--- config.mk ---
export PLATFORM = sky130hd
export DESIGN_NAME = sclk_gen
export DESIGN_NICKNAME = d
export VERILOG_FILES = /design/src/rtl/sclk_pkg.sv /design/src/rtl/sclk_cfg_reg.sv /design/src/rtl/sclk_divider.sv /design/src/rtl/sclk_out_sel.sv /design/src/rtl/sclk_gen.sv
export SDC_FILE = /design/constraint.sdc
export NUM_CORES = 1
export LEC_CHECK = 0
export ABC_AREA = 1
export BUFFER_PORTS_ARGS = -buffer_cell sky130_fd_sc_hd__buf_2
export CAP_MARGIN = 10
export CORE_AREA = 2 2 39 41
export CTS_CLUSTER_SIZE = 25
export DETAILED_ROUTE_END_ITERATION = 16
export DIE_AREA = 0 0 41 43
export GPL_TIMING_DRIVEN = 0
export PLACE_DENSITY = 0.78
export SYNTH_ARGS = -nofsm -noshare
export SYNTH_HDL_FRONTEND = slang
export SYNTH_SLANG_ARGS = --single-unit
--- constraint.sdc ---
create_clock -name clk -period 1.77 [get_ports clk]
set_input_delay 0 -clock clk [delete_from_list [all_inputs] [get_ports clk]]
set_output_delay 0 -clock clk [all_outputs]
set_load 0.01 [all_outputs]
--- src/rtl/sclk_pkg.sv ---
package sclk_pkg;

    localparam int RATIO_MAX = 8;
    localparam int DCW       = $clog2(RATIO_MAX);

    // Field layout of the control register low nibble
    typedef struct packed {
        logic       sel;   // bit 3: divided path
        logic       stop;  // bit 2: halt clock
        logic [1:0] code;  // bits 1..0: ratio code
    } cfg_t;

    // Last count value of the divider: ratio - 1 = 2*code + 1
    function automatic logic [DCW-1:0] ratio_last(input logic [1:0] code);
        return {code, 1'b1};
    endfunction

endpackage

--- src/rtl/sclk_cfg_reg.sv ---
module sclk_cfg_reg
    import sclk_pkg::*;
(
    input  logic       clk,
    input  logic       rst,
    input  logic       wr_en,
    input  logic [7:0] wr_data,
    output cfg_t       cfg,
    output logic [7:0] rd_data
);

    always_ff @(posedge clk) begin
        if (rst)
            cfg <= '0;
        else if (wr_en)
            cfg <= cfg_t'(wr_data[3:0]);
    end

    assign rd_data = {4'b0000, cfg};

    // readback follows the last write on the next cycle
    assert_readback_R2: assert property (@(posedge clk) disable iff (rst)
        wr_en |=> (rd_data[3:0] == $past(wr_data[3:0])));

endmodule

--- src/rtl/sclk_divider.sv ---
module sclk_divider
    import sclk_pkg::*;
#(
    parameter int BASE_HALF = 4
) (
    input  logic       clk,
    input  logic       rst,
    input  logic       stop,
    input  logic [1:0] code,
    output logic       base_sq,
    output logic       div_sq
);

    localparam int PW = (BASE_HALF > 1) ? $clog2(BASE_HALF) : 1;
    localparam logic [PW-1:0] PRE_LAST = PW'(BASE_HALF - 1);

    logic [PW-1:0]  pre_cnt;
    logic [DCW-1:0] div_cnt;
    logic [1:0]     act_code;
    logic           base_edge;

    assign base_edge = (pre_cnt == PRE_LAST);

    always_ff @(posedge clk) begin
        if (rst || stop) begin
            pre_cnt  <= '0;
            div_cnt  <= '0;
            base_sq  <= 1'b0;
            div_sq   <= 1'b0;
            act_code <= rst ? 2'b00 : code;
        end else if (base_edge) begin
            pre_cnt <= '0;
            base_sq <= ~base_sq;
            if (div_cnt == ratio_last(act_code)) begin
                div_cnt <= '0;
                div_sq  <= ~div_sq;
            end else begin
                div_cnt <= div_cnt + 1'b1;
            end
        end else begin
            pre_cnt <= pre_cnt + 1'b1;
        end
    end

    // a stopped clock parks the counters at zero
    assert_stop_clears_R5: assert property (@(posedge clk) disable iff (rst)
        stop |=> (pre_cnt == '0 && div_cnt == '0 && !base_sq && !div_sq));

    // the applied ratio code never moves while the clock runs
    assert_code_frozen_R7: assert property (@(posedge clk) disable iff (rst)
        !stop |=> $stable(act_code));

    // divider count stays inside the selected ratio
    assert_divcnt_range_R4: assert property (@(posedge clk) disable iff (rst)
        !stop |-> (div_cnt <= ratio_last(act_code)));

    // base square wave toggles only at the prescaler wrap
    assert_base_spacing_R3: assert property (@(posedge clk) disable iff (rst)
        (!stop && !base_edge) |=> $stable(base_sq));

endmodule

--- src/rtl/sclk_out_sel.sv ---
module sclk_out_sel (
    input  logic stop,
    input  logic sel,
    input  logic base_sq,
    input  logic div_sq,
    output logic clk_out
);

    always_comb begin
        if (stop)
            clk_out = 1'b0;
        else if (sel)
            clk_out = div_sq;
        else
            clk_out = base_sq;
    end

endmodule

--- src/rtl/sclk_gen.sv ---
module sclk_gen
    import sclk_pkg::*;
#(
    parameter int BASE_HALF = 4
) (
    input  logic       clk,
    input  logic       rst,
    input  logic       wr_en,
    input  logic [7:0] wr_data,
    output logic [7:0] rd_data,
    output logic       smp_clk
);

    cfg_t cfg;
    logic base_sq;
    logic div_sq;

    sclk_cfg_reg u_reg (
        .clk     (clk),
        .rst     (rst),
        .wr_en   (wr_en),
        .wr_data (wr_data),
        .cfg     (cfg),
        .rd_data (rd_data)
    );

    sclk_divider #(.BASE_HALF(BASE_HALF)) u_div (
        .clk     (clk),
        .rst     (rst),
        .stop    (cfg.stop),
        .code    (cfg.code),
        .base_sq (base_sq),
        .div_sq  (div_sq)
    );

    sclk_out_sel u_sel (
        .stop    (cfg.stop),
        .sel     (cfg.sel),
        .base_sq (base_sq),
        .div_sq  (div_sq),
        .clk_out (smp_clk)
    );

    // output is low in the cycle after a stop write
    assert_stop_low_R5: assert property (@(posedge clk) disable iff (rst)
        (wr_en && wr_data[2]) |=> !smp_clk);

    // reset clears the register
    assert_reset_clear_R1: assert property (@(posedge clk)
        rst |=> (rd_data == 8'h00));

endmodule

==> qor.csv, run 1 <==
stage,metric,value,unit
critical_path,r2r_depth,4,
global_routing,total_global_route_track_usage,16.68,%
synth,synth_cells,75,
hold_path,worst_hold_start,wr_data[0],
finish,finalInstanceArea,763.2,sq um
synth,post-synth-top-area-cell,sky130_fd_sc_hd__dfxtp_1,
global_routing,grt_first_pass_wirelength,1.966,mm
finish,nFillCells,140,
placement,dpl_cell_area,696.9,sq um
finish,finish.cell_count_without_fillers,113,
cts,clock_insertion_delay_worst_skew,260,ps
global_routing,grt_antenna_before_repair,0,
run_status,result_of_the_run,completed,
pwr,vdd_drop_max,0.5082,mV
die,pin_count,20,
finish,antenna-diode-count,0,
timing,layout_min_cycle_time,1187,ps
timing,timing.setup.tns,0,ps
routing,wl_met1,479,um
die,design.die.area,0.001763,sq mm
routing,dr.max_layer_used,met3,
pwr,power.density,775.5,mW/mm^2
finish,fin_nets,111,
routing,post_drt_via_cell_ratio,4.407,
pwr,cellLeakagePower,0.3779,nW
die,core_region_area,0.001384,sq mm
routing,routed_wirelength,1.138,mm
synth,total_of_flip_flops_plus_latches_after_synthesis,13,
finish,syn_to_final_growth,25.00,%
placement,place_inst,105,
timing,clock_skew,0.8645,ps
global_routing,grt_max_degree,9,
die,rows,14,
critical_path,worstReg2RegEnd,u_div.div_cnt[1],
critical_path,end_kind,flop,
synth,synth_top_cells_by_area,"sky130_fd_sc_hd__dfxtp_1, sky130_fd_sc_hd__edfxtp_1, sky130_fd_sc_hd__nand2_1, sky130_fd_sc_hd__buf_4, sky130_fd_sc_hd__nor2_1",
synth,synth_warnings,0,
finish,finalCoreUtilization,55.15,%
timing,finalCritPeriodShare,67.09,%
cts,ctsLongestPathBuffers,2,
finish,drive_gt1_share,25.77,%
hold_path,worstHoldPathCells,3,
critical_path,critical-path-top-cell-by-count,sky130_fd_sc_hd__dlygate4sd3_1,
synth,per_instance_average_area_after_synthesis,8.141,sq um
cts,htree_num_levels,1,
critical_path,cp-start-kind,input port,
global_routing,via_count_of_the_first_global_routing_pass,476,
cts,tritoncts_num_sinks,13,
critical_path,cp.required,1970,ps
critical_path,setup.worst_path.class,in2reg,
die,fp.dieW,41,um
synth,synth_top_cells_by_count,"sky130_fd_sc_hd__nand2_1, sky130_fd_sc_hd__nor2_1, sky130_fd_sc_hd__dfxtp_1, sky130_fd_sc_hd__inv_1, sky130_fd_sc_hd__buf_4",
critical_path,worst-path-max-fanout,1,
critical_path,timing.critical_path.arrival,1390,ps
cts,clkSlewWorstSetupHoldPaths,80,ps
finish,combined_area_of_the_multi_input_logic_cells,250.2,sq um
routing,firstDrtPassIters,2,
synth,asyncSetResetFlopFracSynth,0,%
synth,synth_sequential_area_ratio,45.90,%
finish,ff_latch_area,280.3,sq um
pwr,p_total,0.0005919,W
placement,portBuffers,11,
synth,cell_with_the_most_instances_after_synthesis,sky130_fd_sc_hd__nand2_1,
critical_path,r2r_start,u_div.pre_cnt[0],
timing,timing_max_transition_violations_final,0,
timing,timing.final.setup_violations,0,
die,die_y,43,um
cts,root_buffer,sky130_fd_sc_hd__clkbuf_4,
hold_path,min_path_type,in2reg,
synth,netlist.area_leader.share,36.07,%
critical_path,reg2reg_slack,630,ps
timing,grt_setup_unrepaired,false,
routing,avgRoutedWirePerCell,10.07,um
synth,number_of_flops_mapped_to_enable_cells_by_yosys,2,
timing,timing.fmax,842.1,MHz
hold_path,min_to,u_reg.cfg[0],
placement,place.gp.congestion,0.7002,
synth,synth_flop_cell,sky130_fd_sc_hd__dfxtp_1,
synth,post_synth_num_cell_types,19,
critical_path,crit_chain,dlygate4sd3_1 > buf_2 > nand2_1 > dlygate4sd3_1 > a21oi_1,
synth,synthesis.area,610.6,sq um
cts,numCtsBuffers,3,
cts,cts_tree,built,
routing,ant_nets,0,
timing,finalHoldViolations,0,
routing,num_vias,498,
routing,dr_wl_met2,608,um
critical_path,critical_path.max_stage_delay,560,ps
critical_path,critical-path-slowest-cell,sky130_fd_sc_hd__dlygate4sd3_1,
job,drv_cap,0,
placement,detailedPlacementHpwl,834.1,um
routing,detail_route.drc_violations,0,
routing,first_iter_violations,6,
die,initial_utilization,44.12,%
routing,met3_length,49,um
global_routing,grt.overflow.total,0,
-- worst max-delay path by stage --
| stage | slack [ps] | cells past startpoint | from | to |
|---|---|---|---|---|
| after floorplan | 700 | 4 | u_div.pre_cnt[0] | u_div.div_cnt[1] |
| after global placement | 660 | 4 | u_div.pre_cnt[0] | u_div.div_cnt[1] |
| after detailed placement | 640 | 4 | u_div.pre_cnt[0] | u_div.div_cnt[1] |
| after CTS | 100 | 6 | wr_data[3] | u_reg.cfg[3] |
| after global routing | 460 | 5 | wr_data[3] | u_reg.cfg[3] |
| final | 580 | 5 | wr_data[2] | u_reg.cfg[2] |
-- critical path: cells and delay by family --
kind,cells,cell delay [ps]
and+or+nand+nor,1,30
AOI/OAI and AO/OA,1,130
buffers and inverters,3,1220
-- flip-flops by register name, summed over array words and instances, names as in the netlist --
register,count
u_div.act_code,2
u_div.div_sq,1
u_div.pre_cnt,2
u_div.div_cnt,3
u_div.base_sq,1
u_reg.cfg,4
-- routing by layer --
metal | vias to the layer above | global-route usage (%)
li1 | 268 | -
met1 | 217 | 18.79
met2 | 13 | 29.69
met3 | 0 | 3.665
met4 | 0 | 4.000
met5 | - | 0
-- kinds of logic after synthesis --
| kind of cell | Yosys count | synth area share (%) |
|---|---|---|
| simple gates | 33 | 24.18 |
| other cells | 1 | 0.6142 |
| xor+xnor | 2 | 2.869 |
| buf+inv | 18 | 14.96 |
| flops | 13 | 45.90 |
| compound gates | 6 | 7.377 |
| fa+ha+maj | 2 | 4.098 |
-- power breakdown --
part	internal (W)	total (W)	switching, W
Clock	0.0000870	0.000178	0.0000913
Combinational	0.0000425	0.0000863	0.0000439
Sequential	0.000317	0.000327	0.0000106
Total	0.000446	0.000592	0.000146
-- per-stage QoR --
step	setup WS, ps	hold slack, ps
after floorplan	701.0	69.07
after global placement	658.9	253.1
after detailed placement	641.9	256.3
after CTS	101.3	2.318
after global routing	457.9	6.282
final	582.5	7.623
-- cell usage in the layout, fill, tap and decap left out --
cell                             n
sky130_fd_sc_hd__clkbuf_1        1
sky130_fd_sc_hd__and2_1          1
sky130_fd_sc_hd__buf_4           6
sky130_fd_sc_hd__nor2_1         12
sky130_fd_sc_hd__nand4_1         2
sky130_fd_sc_hd__dlygate4sd3_1   4
sky130_fd_sc_hd__inv_1          10
sky130_fd_sc_hd__edfxtp_1        2
sky130_fd_sc_hd__a211oi_1        3
sky130_fd_sc_hd__inv_2           1
sky130_fd_sc_hd__conb_1          4
sky130_fd_sc_hd__a21oi_1         2
sky130_fd_sc_hd__nand2_1        13
sky130_fd_sc_hd__nor2_4          1
sky130_fd_sc_hd__or2_4           1
sky130_fd_sc_hd__xnor2_1         2
sky130_fd_sc_hd__o22ai_2         1
sky130_fd_sc_hd__buf_2          12
sky130_fd_sc_hd__ha_1            2
sky130_fd_sc_hd__dfxtp_1        11
sky130_fd_sc_hd__nand3_1         3
sky130_fd_sc_hd__clkbuf_4        3
-- final cells by class --
type / count / share of cell area [%]
sequential: 13 / 36.72
inverter: 11 / 5.410
multi-input combinational: 47 / 32.79
clock buffer: 4 / 3.443
buffer: 7 / 6.557
timing repair buffer: 15 / 12.46
tap: 16 / 2.623
-- what timing repair did --
| action | in CTS | in global routing |
|---|---|---|
| resized for setup | 0 | 0 |
| hold buffers | 5 | 0 |
| setup endpoints to repair | 0 | 1 |
| endpoints found under the hold margin | 2 | 0 |
| buffers inserted | 0 | 0 |
Power figures use the tool's default switching activity.
==> run 2: changes to the inputs <==
--- a/config.mk
+++ b/config.mk
@@ -8,12 +8,12 @@
 export ABC_AREA = 1
 export BUFFER_PORTS_ARGS = -buffer_cell sky130_fd_sc_hd__buf_2
 export CAP_MARGIN = 10
-export CORE_AREA = 2 2 39 41
+export CORE_MARGIN = 2
+export CORE_UTILIZATION = 47
 export CTS_CLUSTER_SIZE = 25
 export DETAILED_ROUTE_END_ITERATION = 16
-export DIE_AREA = 0 0 41 43
 export GPL_TIMING_DRIVEN = 0
-export PLACE_DENSITY = 0.78
+export PLACE_DENSITY = 0.8
 export SYNTH_ARGS = -nofsm -noshare
 export SYNTH_HDL_FRONTEND = slang
 export SYNTH_SLANG_ARGS = --single-unit
==> constraint.sdc (replaced) <==
create_clock -name clk -period 1.24 [get_ports clk]
set_input_delay 0 -clock clk [delete_from_list [all_inputs] [get_ports clk]]
set_output_delay 0 -clock clk [all_outputs]
set_load 0.01 [all_outputs]
==> run 2 against run 1 <==
Net effect:
- critical path depth did not move
- largest cell class unchanged
- count of clock-buffer cells in the layout stayed put
- final area grew 0.98%
- via count increased by 1.2%
- final cell count is 0.88% lower
==> qor.csv, run 2 (synthesized netlist as in run 1, its figures left out) <==
stage,metric,value,unit
run_status,result_of_the_run,completed,
pwr,power.density,1092,mW/mm^2
global_routing,total_global_route_track_usage,18.37,%
finish,fin_nets,112,
placement,portBuffers,11,
finish,syn_to_final_growth,26.23,%
pwr,swShare,24.12,%
pwr,power.switching,0.0002031,W
pwr,p_total,0.0008420,W
timing,timing_max_transition_violations_final,0,
routing,num_vias,504,
placement,dpl_cell_area,694.4,sq um
pwr,cellLeakagePower,0.3820,nW
routing,routed_wirelength,1.075,mm
cts,cts_tree,built,
global_routing,grt.overflow.total,0,
global_routing,grt_max_degree,9,
placement,place.gp.congestion,0.7104,
die,core_region_area,0.001156,sq mm
cts,ctsLongestPathBuffers,2,
pwr,seq_power_share,55.4,%
cts,root_buffer,sky130_fd_sc_hd__clkbuf_4,
finish,regMostFlops,u_reg.cfg,
routing,firstDrtPassIters,2,
finish,largest_reg_flops,4,
finish,combined_area_of_the_multi_input_logic_cells,250.2,sq um
job,drv_cap,0,
critical_path,cp-start-kind,input port,
hold_path,min_path_type,in2reg,
finish,drive_gt1_share,25.51,%
timing,layout_min_cycle_time,1169,ps
global_routing,grt_antenna_before_repair,0,
critical_path,cp.required,1400,ps
routing,detail_route.drc_violations,0,
finish,antenna-diode-count,0,
finish,most-common-layout-cells,"sky130_fd_sc_hd__nand2_1, sky130_fd_sc_hd__nor2_1, sky130_fd_sc_hd__buf_2, sky130_fd_sc_hd__dfxtp_1, sky130_fd_sc_hd__inv_1",
finish,layout_commonest_cell,sky130_fd_sc_hd__nand2_1,
timing,finalHoldViolations,0,
cts,numCtsBuffers,3,
cts,htree_num_levels,1,
timing,clock_skew,1.518,ps
routing,avgRoutedWirePerCell,9.598,um
cts,clock_insertion_delay_worst_skew,260,ps
pwr,share_clk_of_total_power,29.7,%
finish,finalInstanceArea,770.7,sq um
pwr,share_comb_of_total_power,14.9,%
finish,nFillCells,107,
placement,detailedPlacementHpwl,773.5,um
die,fp.dieW,40.05,um
routing,ant_nets,0,
critical_path,timing.critical_path.arrival,1330,ps
die,initial_utilization,52.81,%
die,design.die.area,0.001604,sq mm
pwr,power_report.internal_total,0.0006390,W
timing,grt_setup_unrepaired,false,
finish,ff_latch_area,280.3,sq um
finish,finalCoreUtilization,66.67,%
critical_path,setup.worst_path.class,in2reg,
routing,first_iter_violations,7,
routing,post_drt_via_cell_ratio,4.500,
global_routing,grt_first_pass_wirelength,1.897,mm
die,pin_count,20,
timing,timing.setup.tns,0,ps
critical_path,end_kind,flop,
die,rows,12,
die,die_y,40.05,um
finish,reg.largest.list,"u_reg.cfg: 4 flops, u_div.div_cnt: 3 flops",
timing,timing.fmax,855.2,MHz
pwr,vdd_drop_max,0.7735,mV
cts,tritoncts_num_sinks,13,
timing,timing.final.setup_violations,0,
critical_path,worst-path-max-fanout,1,
timing,finalCritPeriodShare,94.30,%
cts,clkSlewWorstSetupHoldPaths,80,ps
global_routing,via_count_of_the_first_global_routing_pass,503,
-- run 2: changes by cell type in the layout (fill, tap and decap cells not counted), sizes merged --
cell	before	now
dlygate4sd3	4	5
-- run 2: power groups by stage --
stage / clock (W) / combinational, W / sequential [W]
after floorplan: 0 / 0.0000773 / 0.000476
after global placement: 0 / 0.000109 / 0.000475
after detailed placement: 0 / 0.000112 / 0.000477
after CTS: 0.000261 / 0.000125 / 0.000467
after global routing: 0.000287 / 0.000144 / 0.000470
final: 0.000250 / 0.000125 / 0.000467
-- run 2: worst max-delay path: stages --
cell and delay, ps:
sky130_fd_sc_hd__dlygate4sd3_1 540, sky130_fd_sc_hd__buf_2 120, sky130_fd_sc_hd__nand2_1 50, sky130_fd_sc_hd__dlygate4sd3_1 550, sky130_fd_sc_hd__a21oi_1 60
-- run 2: worst paths after layout --
check | start | to | slack [ps] | cells after the start
worst min-delay path | wr_data[1] | u_reg.cfg[1] | 20 | 3
worst max-delay path | wr_data[3] | u_reg.cfg[3] | 70 | 5
worst max register to register | u_div.pre_cnt[0] | u_div.div_cnt[1] | 100 | 4
worst min register to register | u_div.pre_cnt[0] | u_div.pre_cnt[0] | 440 | 1
-- run 2: area by class of cell --
cell class | count | area share [%]
sequential | 13 | 36.36
multi-input combinational | 47 | 32.47
timing repair buffer | 16 | 13.64
buffer | 7 | 6.494
inverter | 11 | 5.357
clock buffer | 4 | 3.409
tap | 14 | 2.273
-- run 2: layer usage --
metal / wire, um / part of all wire, % / vias to the layer above / track usage [%]
met4: 0 / 0 / 0 / 7.759
met2: 607 / 56 / 11 / 35.48
met5: 0 / 0 / - / 0
met3: 39 / 3.6 / 0 / 5.000
li1: - / - / 272 / -
met1: 428 / 40 / 221 / 17.81
-- run 2: timing repair --
item                      4_1_cts  5_1_grt
hold buffers                    5        0
gates resized for setup         0        0
hold endpoints to repair        2        0
setup buffers                   0        0
-- run 2: through the flow --
| stage | std cells | hold WS, ps | worst slack, ps |
|---|---|---|---|
| final | 112 | 19.19 | 70.72 |
| after global routing | 112 | 54.98 | 19.06 |
| after CTS | 112 | 8.510 | 79.43 |
| after detailed placement | 103 | 257.4 | 106.1 |
| after global placement | 103 | 255.6 | 124.7 |
| after floorplan | 78 | 69.07 | 171.0 |
